[src/rtl/hostctl_pkg.sv]
// Package: shared frame layout and register map constants for the serial
// host control port. Assumes an 8-bit address and 8-bit data frame.
package hostctl_pkg;

    localparam int CHIP_W     = 2;
    localparam int PAD_W      = 5;
    localparam int AW         = 8;
    localparam int DW         = 8;
    localparam int NREG       = 18;
    localparam logic [CHIP_W-1:0] CHIP_ID = 2'b11;

    // Bit indices within the frame (index of the bit being taken in).
    localparam int CHIP_LAST  = CHIP_W - 1;
    localparam int RW_POS     = CHIP_W + PAD_W;
    localparam int ADDR_LAST  = RW_POS + AW;
    localparam int DATA_FIRST = ADDR_LAST + 1;
    localparam int DATA_LAST  = ADDR_LAST + DW;
    localparam int FRAME_BITS = DATA_LAST + 1;

    localparam int RATE_REG   = 1;

    // Reset value of each register.
    function automatic logic [DW-1:0] reg_default(input int unsigned idx);
        case (idx)
            0:       return 8'h83;
            2, 6:    return 8'h04;
            4:       return 8'h10;
            8:       return 8'h20;
            5, 9:    return 8'h02;
            default: return 8'h00;
        endcase
    endfunction

    // Bits that are actually stored in each register.
    function automatic logic [DW-1:0] reg_mask(input int unsigned idx);
        if (idx == RATE_REG) return 8'h1F;
        return 8'hFF;
    endfunction

endpackage

[src/rtl/hostctl_sync.sv]
// Module: multi-stage synchroniser for a bundle of asynchronous inputs.
// Assumes each input bit is independent and stays stable for several clocks.
module hostctl_sync #(
    parameter int               WIDTH   = 3,
    parameter int               STAGES  = 2,
    parameter logic [WIDTH-1:0] RST_VAL = '0
) (
    input  logic             clk,
    input  logic             rst_n,
    input  logic [WIDTH-1:0] d,
    output logic [WIDTH-1:0] q
);

    logic [WIDTH-1:0] chain [STAGES];

    for (genvar s = 0; s < STAGES; s++) begin : g_stage
        if (s == 0) begin : g_first
            // Capture the raw inputs.
            always_ff @(posedge clk) begin
                if (!rst_n) chain[0] <= RST_VAL;
                else        chain[0] <= d;
            end
        end else begin : g_next
            // Pass the sample one stage further.
            always_ff @(posedge clk) begin
                if (!rst_n) chain[s] <= RST_VAL;
                else        chain[s] <= chain[s-1];
            end
        end
    end

    assign q = chain[STAGES-1];

endmodule

[src/rtl/hostctl_frame.sv]
// Module: serial frame engine. Counts rising serial clocks inside a select
// window, collects device code, direction, address and data, issues a
// one-cycle write strobe and shifts read data out on falling serial clocks.
// Assumes synchronised inputs and a serial clock much slower than clk.
module hostctl_frame
    import hostctl_pkg::*;
#(
    parameter int NUM_REGS = NREG
) (
    input  logic          clk,
    input  logic          rst_n,
    input  logic          csn_s,
    input  logic          sck_s,
    input  logic          sdi_s,
    input  logic [DW-1:0] rd_data,
    output logic [AW-1:0] rd_addr,
    output logic          we,
    output logic [AW-1:0] waddr,
    output logic [DW-1:0] wdata,
    output logic          sdo,
    output logic          sdo_oe
);

    localparam int CW = $clog2(FRAME_BITS + 1);

    logic          sck_d;
    logic          rise;
    logic          fall;
    logic [CW-1:0] bit_cnt;
    logic [6:0]    sh_in;
    logic [DW-1:0] cur_byte;
    logic          chip_ok_q;
    logic          rw_q;
    logic [AW-1:0] addr_q;
    logic [DW-1:0] sh_out;
    logic          oe_q;
    logic          we_q;
    logic [DW-1:0] wdata_q;

    assign rise     = sck_s & ~sck_d;
    assign fall     = ~sck_s & sck_d;
    assign cur_byte = {sh_in, sdi_s};
    assign rd_addr  = cur_byte;

    // Remember the previous serial clock level for edge detection.
    always_ff @(posedge clk) begin
        if (!rst_n) sck_d <= 1'b0;
        else        sck_d <= sck_s;
    end

    // Frame sequencing: bit count, field capture, write strobe, read launch.
    always_ff @(posedge clk) begin
        if (!rst_n) begin
            bit_cnt   <= '0;
            sh_in     <= '0;
            chip_ok_q <= 1'b0;
            rw_q      <= 1'b0;
            addr_q    <= '0;
            sh_out    <= '0;
            oe_q      <= 1'b0;
            we_q      <= 1'b0;
            wdata_q   <= '0;
        end else begin
            we_q <= 1'b0;
            if (csn_s) begin
                bit_cnt <= '0;
                oe_q    <= 1'b0;
            end else begin
                if (rise && bit_cnt < CW'(FRAME_BITS)) begin
                    sh_in   <= {sh_in[5:0], sdi_s};
                    bit_cnt <= bit_cnt + 1'b1;
                    if (bit_cnt == CW'(CHIP_LAST))
                        chip_ok_q <= ({sh_in[0], sdi_s} == CHIP_ID);
                    if (bit_cnt == CW'(RW_POS))
                        rw_q <= sdi_s;
                    if (bit_cnt == CW'(ADDR_LAST)) begin
                        addr_q <= cur_byte;
                        if (chip_ok_q && !rw_q) begin
                            oe_q   <= 1'b1;
                            sh_out <= rd_data;
                        end
                    end
                    if (bit_cnt == CW'(DATA_LAST) && chip_ok_q && rw_q
                        && addr_q < AW'(NUM_REGS)) begin
                        we_q    <= 1'b1;
                        wdata_q <= cur_byte;
                    end
                end
                if (fall && oe_q && bit_cnt > CW'(DATA_FIRST)
                    && bit_cnt < CW'(FRAME_BITS))
                    sh_out <= {sh_out[DW-2:0], 1'b0};
            end
        end
    end

    assign we     = we_q;
    assign waddr  = addr_q;
    assign wdata  = wdata_q;
    assign sdo    = oe_q & sh_out[DW-1];
    assign sdo_oe = oe_q;

    // the output is released once select is seen high.
    p_release_on_deselect_r5: assert property (@(posedge clk) disable iff (!rst_n)
        csn_s |=> !sdo_oe);

    // the output is driven only in the data phase of a frame.
    p_drive_in_data_phase_r4: assert property (@(posedge clk) disable iff (!rst_n)
        sdo_oe |-> (bit_cnt >= CW'(DATA_FIRST)));

    // a write strobe only follows a cycle with select low.
    p_no_write_after_deselect_r6: assert property (@(posedge clk) disable iff (!rst_n)
        we |-> !$past(csn_s));

endmodule

[src/rtl/hostctl_regs.sv]
// Module: control register bank with per-register defaults and stored-bit
// masks, one write port and one combinational read port. Power-down and
// reset both restore defaults. Assumes at most one write per cycle.
module hostctl_regs
    import hostctl_pkg::*;
#(
    parameter int NUM_REGS = NREG
) (
    input  logic                         clk,
    input  logic                         rst_n,
    input  logic                         pdn_n,
    input  logic                         we,
    input  logic [AW-1:0]                waddr,
    input  logic [DW-1:0]                wdata,
    input  logic [AW-1:0]                raddr,
    output logic [DW-1:0]                rdata,
    output logic [NUM_REGS-1:0][DW-1:0]  regs
);

    localparam int IW = $clog2(NUM_REGS);

    logic [NUM_REGS-1:0][DW-1:0] regs_q;

    for (genvar i = 0; i < NUM_REGS; i++) begin : g_reg
        // Hold one register: default on reset or power-down, else take writes.
        always_ff @(posedge clk) begin
            if (!rst_n || !pdn_n)
                regs_q[i] <= reg_default(i);
            else if (we && waddr == AW'(i))
                regs_q[i] <= wdata & reg_mask(i);
        end
    end

    // Read port: unimplemented addresses return zero.
    always_comb begin
        if (raddr < AW'(NUM_REGS)) rdata = regs_q[raddr[IW-1:0]];
        else                       rdata = '0;
    end

    assign regs = regs_q;

    // no write strobe reaches the bank for an unimplemented address.
    p_write_in_range_r7: assert property (@(posedge clk) disable iff (!rst_n)
        we |-> (waddr < AW'(NUM_REGS)));

    // a strobed write is held in the addressed register next cycle.
    p_write_lands_r2: assert property (@(posedge clk) disable iff (!rst_n)
        (we && pdn_n) |=> regs_q[$past(waddr[IW-1:0])]
                          == ($past(wdata) & reg_mask($past(waddr[IW-1:0]))));

    // power-down restores the control and rate words.
    p_defaults_on_powerdown_r9: assert property (@(posedge clk) disable iff (!rst_n)
        !pdn_n |=> (regs_q[0] == 8'h83 && regs_q[RATE_REG] == 8'h00));

endmodule

[src/rtl/hostctl_port.sv]
// Module: top of the serial host control port. Synchronises the serial
// lines, runs the frame engine against the register bank and breaks the
// registers out into named fields and 32-bit buffers.
// Assumes sck at most 5 MHz and clk at least twenty times faster.
module hostctl_port
    import hostctl_pkg::*;
#(
    parameter int SYNC_STAGES = 2
) (
    input  logic        clk,
    input  logic        rst_n,
    input  logic        pdn_n,
    input  logic        cs_n,
    input  logic        sck,
    input  logic        sdi,
    output logic        sdo,
    output logic        sdo_oe,
    output logic        crc_en,
    output logic [2:0]  fmt_sel,
    output logic [1:0]  clk_sel,
    output logic        mute,
    output logic        run,
    output logic        invalid,
    output logic [3:0]  rate_code,
    output logic [31:0] cs_a,
    output logic [31:0] cs_b,
    output logic [31:0] ud_a,
    output logic [31:0] ud_b
);

    localparam int BUF_BYTES = 4;
    localparam int NUM_BUFS  = 4;
    localparam int BUF_BASE  = 2;

    logic [2:0]                  pins_s;
    logic                        we;
    logic [AW-1:0]               waddr;
    logic [DW-1:0]               wdata;
    logic [AW-1:0]               raddr;
    logic [DW-1:0]               rdata;
    logic [NREG-1:0][DW-1:0]     regs;
    logic [NUM_BUFS-1:0][31:0]   bufs;

    hostctl_sync #(
        .WIDTH   (3),
        .STAGES  (SYNC_STAGES),
        .RST_VAL (3'b100)
    ) u_sync (
        .clk   (clk),
        .rst_n (rst_n),
        .d     ({cs_n, sck, sdi}),
        .q     (pins_s)
    );

    hostctl_frame #(
        .NUM_REGS (NREG)
    ) u_frame (
        .clk     (clk),
        .rst_n   (rst_n),
        .csn_s   (pins_s[2]),
        .sck_s   (pins_s[1]),
        .sdi_s   (pins_s[0]),
        .rd_data (rdata),
        .rd_addr (raddr),
        .we      (we),
        .waddr   (waddr),
        .wdata   (wdata),
        .sdo     (sdo),
        .sdo_oe  (sdo_oe)
    );

    hostctl_regs #(
        .NUM_REGS (NREG)
    ) u_regs (
        .clk   (clk),
        .rst_n (rst_n),
        .pdn_n (pdn_n),
        .we    (we),
        .waddr (waddr),
        .wdata (wdata),
        .raddr (raddr),
        .rdata (rdata),
        .regs  (regs)
    );

    assign crc_en    = regs[0][7];
    assign fmt_sel   = regs[0][6:4];
    assign clk_sel   = regs[0][3:2];
    assign mute      = regs[0][1];
    assign run       = regs[0][0];
    assign invalid   = regs[RATE_REG][4];
    assign rate_code = regs[RATE_REG][3:0];

    for (genvar b = 0; b < NUM_BUFS; b++) begin : g_buf
        for (genvar k = 0; k < BUF_BYTES; k++) begin : g_byte
            assign bufs[b][k*DW +: DW] = regs[BUF_BASE + b*BUF_BYTES + k];
        end
    end

    assign cs_a = bufs[0];
    assign cs_b = bufs[1];
    assign ud_a = bufs[2];
    assign ud_b = bufs[3];

endmodule

[config.mk]
export PLATFORM = sky130hd
export DESIGN_NAME = hostctl_port
export DESIGN_NICKNAME = d
export VERILOG_FILES = /design/src/rtl/hostctl_pkg.sv /design/src/rtl/hostctl_sync.sv /design/src/rtl/hostctl_frame.sv /design/src/rtl/hostctl_regs.sv /design/src/rtl/hostctl_port.sv
export SDC_FILE = /design/constraint.sdc
export NUM_CORES = 1
export LEC_CHECK = 0
export BUFFER_PORTS_ARGS = -buffer_cell sky130_fd_sc_hd__buf_2
export CORE_MARGIN = 5
export CORE_UTILIZATION = 34
export DETAILED_ROUTE_END_ITERATION = 10
export PLACE_DENSITY = 0.65
export SLEW_MARGIN = 20
export SYNTH_ARGS = -nofsm -noshare
export SYNTH_HDL_FRONTEND = slang
export SYNTH_HIERARCHICAL = 1
export SYNTH_SLANG_ARGS = --single-unit
[constraint.sdc]
create_clock -name clk -period 7.75 [get_ports clk]
set_clock_uncertainty 0.2 [all_clocks]
set_input_delay 1.55 -clock clk [delete_from_list [all_inputs] [get_ports clk]]
set_output_delay 1.55 -clock clk [all_outputs]
set_load 0.05 [all_outputs]
==> metrics <==
outcome finished, final reports clean; worst slew pin tran 0.996 ns; final core area utilization about two fifths; DRT Pass-1 Iters 5; dpl cells 1,259; Reg clk slew, reported paths 0.07 ns; fin cells 1,291; Highest Clock Rate 261 MHz; DP HPWL 20,100 um; Final Hold Viols 0; Num CTS Buffers 17; vias in the first global route 6,638; grt total ovfl 0; Post-DRT Antenna Nets 0; FF-to-FF path depth 6; Longest Clk Path Bufs 2; unrepaired setup endpoints after global routing no; via count 6,826; Area Overhead vs Synth 17.7%; Cells after Synth 835; critical path class primary input to flop; total wire length 27,900 um; Worst Hold End u_sync/chain[1][2]$_SDFF_PN1_; hold_buf cts 0; Initial Utilization 34.3%; GRT Total Usage 19.3%; Worst Slack Setup Final 3.91 ns; critical path data arrival time 3.98 ns; # setup viols final 0; wire length of the first global-routing pass ~42,000 um; leak pwr 4.28 nW; Die Y 169 um; CTS Sinks 188; HP Class flop to flop; Setup crit end kind flop; hold path cells 1; DR iter-0 viols about 600; slowest stage delay, CP 0.74 ns; crit path launch rst_n; CTS resizes 0; total power draw around 1.9 mW; final worst path period need 3.84 ns; Peak supply drop between 100 and 150 uV; Filler cells ~2,500; pre-CTS WS 3.51 ns; initial antenna violation count 0; H-tree depth 4; # IOs 149; R2R setup slack roughly 4.9 ns; Routed WL per cell 21.6 um; pins over their slew limit 0; DRC 0; slowest CP cell and2_2; HP Start u_sync/chain[0][2]$_SDFF_PN1_; CP Launch Type primary input; setup bufs post-CTS 0; Data required, critical path 7.90 ns; Syn Nets 845; TritonCTS clock tree built; register area ~3800 um2; # rows a little under 60; setup TNS 0 ns; reg2reg end u_frame/sh_out[4]$_SDFFE_PN0P_; mapped cell area 8570 um2; worst skew pair latency 0.43 ns; FF-to-FF Start u_frame/sh_in[0]$_SDFFE_PN0P_; core area around 25,000 um2; Max-Slew Margin vs Limit 33.1%; Vias per Instance 5.29; crit path max fanout 54; I/O Buffers roughly 150; crit share post-route 49.5%; layout cells sized above 1 25.4%; multi-input logic area 4500 um2; critical-path cell list buf_2, and2_2, buf_4, nand2_1, mux2i_1; diode count 0; syn avg cell area slightly above 10 um2; Synthesis Warnings 6; pin count of the biggest net entering global routing 74; P per Cell Area 184 nW/um2; root buf cell clkbuf_16; Layout Nets 958; Final GP Congestion between 0.8 and 0.9; Max Cap Viol 0; die area ~28,000 um2; DIE WIDTH 169 um
[critical path, delay by kind of cell]
kind	cells	cell delay, ns
buf+inv	2	1.15
simple gates	2	1.02
mux	1	0.24
[cell type report]
type	count	share of cell area, %
timing repair buffer	157	8.02
sequential	188	37.4
clock buffer	20	4.53
multi-input combinational	578	44.7
clock inverter	12	1.12
inverter	6	0.223
tap	330	4.10
[placed cells by master (no fill, tap or decap), types with 4 or more instances in the layout]
| cell type | instances |
|---|---|
| and3_1 | 7 |
| mux2i_1 | 184 |
| mux2_2 | 7 |
| nor4_4 | 8 |
| clkinv_2 | 4 |
| nor2b_1 | 12 |
| nand3_1 | 18 |
| nand2_1 | 116 |
| nand2b_1 | 8 |
| inv_1 | 6 |
| a21boi_0 | 8 |
| o21ai_0 | 10 |
| a31oi_1 | 5 |
| mux4_2 | 26 |
| nor2_1 | 85 |
| a21o_1 | 6 |
| clkbuf_16 | 17 |
| buf_2 | 148 |
| and2_1 | 9 |
| ha_1 | 4 |
| a21oi_1 | 13 |
| buf_4 | 9 |
| dfxtp_1 | 186 |
| o31ai_1 | 7 |
[how the worst max path moves through the flow]
stage	to	slack (ns)	depth (start not counted)
2_1_floorplan	sdo	4.83	1
3_3_place_gp	u_regs/regs[54]$_SDFFE_PP0P_	3.60	5
3_5_place_dp	u_regs/regs[87]$_SDFFE_PP0P_	3.51	5
4_1_cts	u_regs/regs[118]$_SDFFE_PP0P_	3.97	5
5_1_grt	u_regs/regs[87]$_SDFFE_PP0P_	3.68	5
6_report	u_regs/regs[118]$_SDFFE_PP0P_	3.91	5
[metal layers]
metal	part of all wire, %	GRT usage, %
met1	43	24.8
met3	6.4	4.46
met2	48	31.9
met5	0	0
met4	3.0	6.95
[registers in the layout (all words and copies together) (netlist names), 5 cells and up]
signal,flops
u_frame/waddr,8
u_frame/bit_cnt,5
u_sync/chain,6
u_frame/wdata,8
u_frame/sh_out,8
u_frame/sh_in,7
u_regs/regs,141
[stage by stage]
stage          hold slack (ns)  cell area (um2)
2_1_floorplan            0.186             8570
3_3_place_gp             0.204             9510
3_5_place_dp             0.198             9510
4_1_cts                  0.219            10100
5_1_grt                  0.240            10100
6_report                 0.212            10100
[where the power goes]
part	leakage (nW)	internal [mW]	switching, mW
clock	0.283	0.464	0.391
combinational	2.48	0.00980	0.0252
sequential	1.52	0.967	0.000925
total	4.28	1.44	0.417
Power figures use the tool's default switching activity.
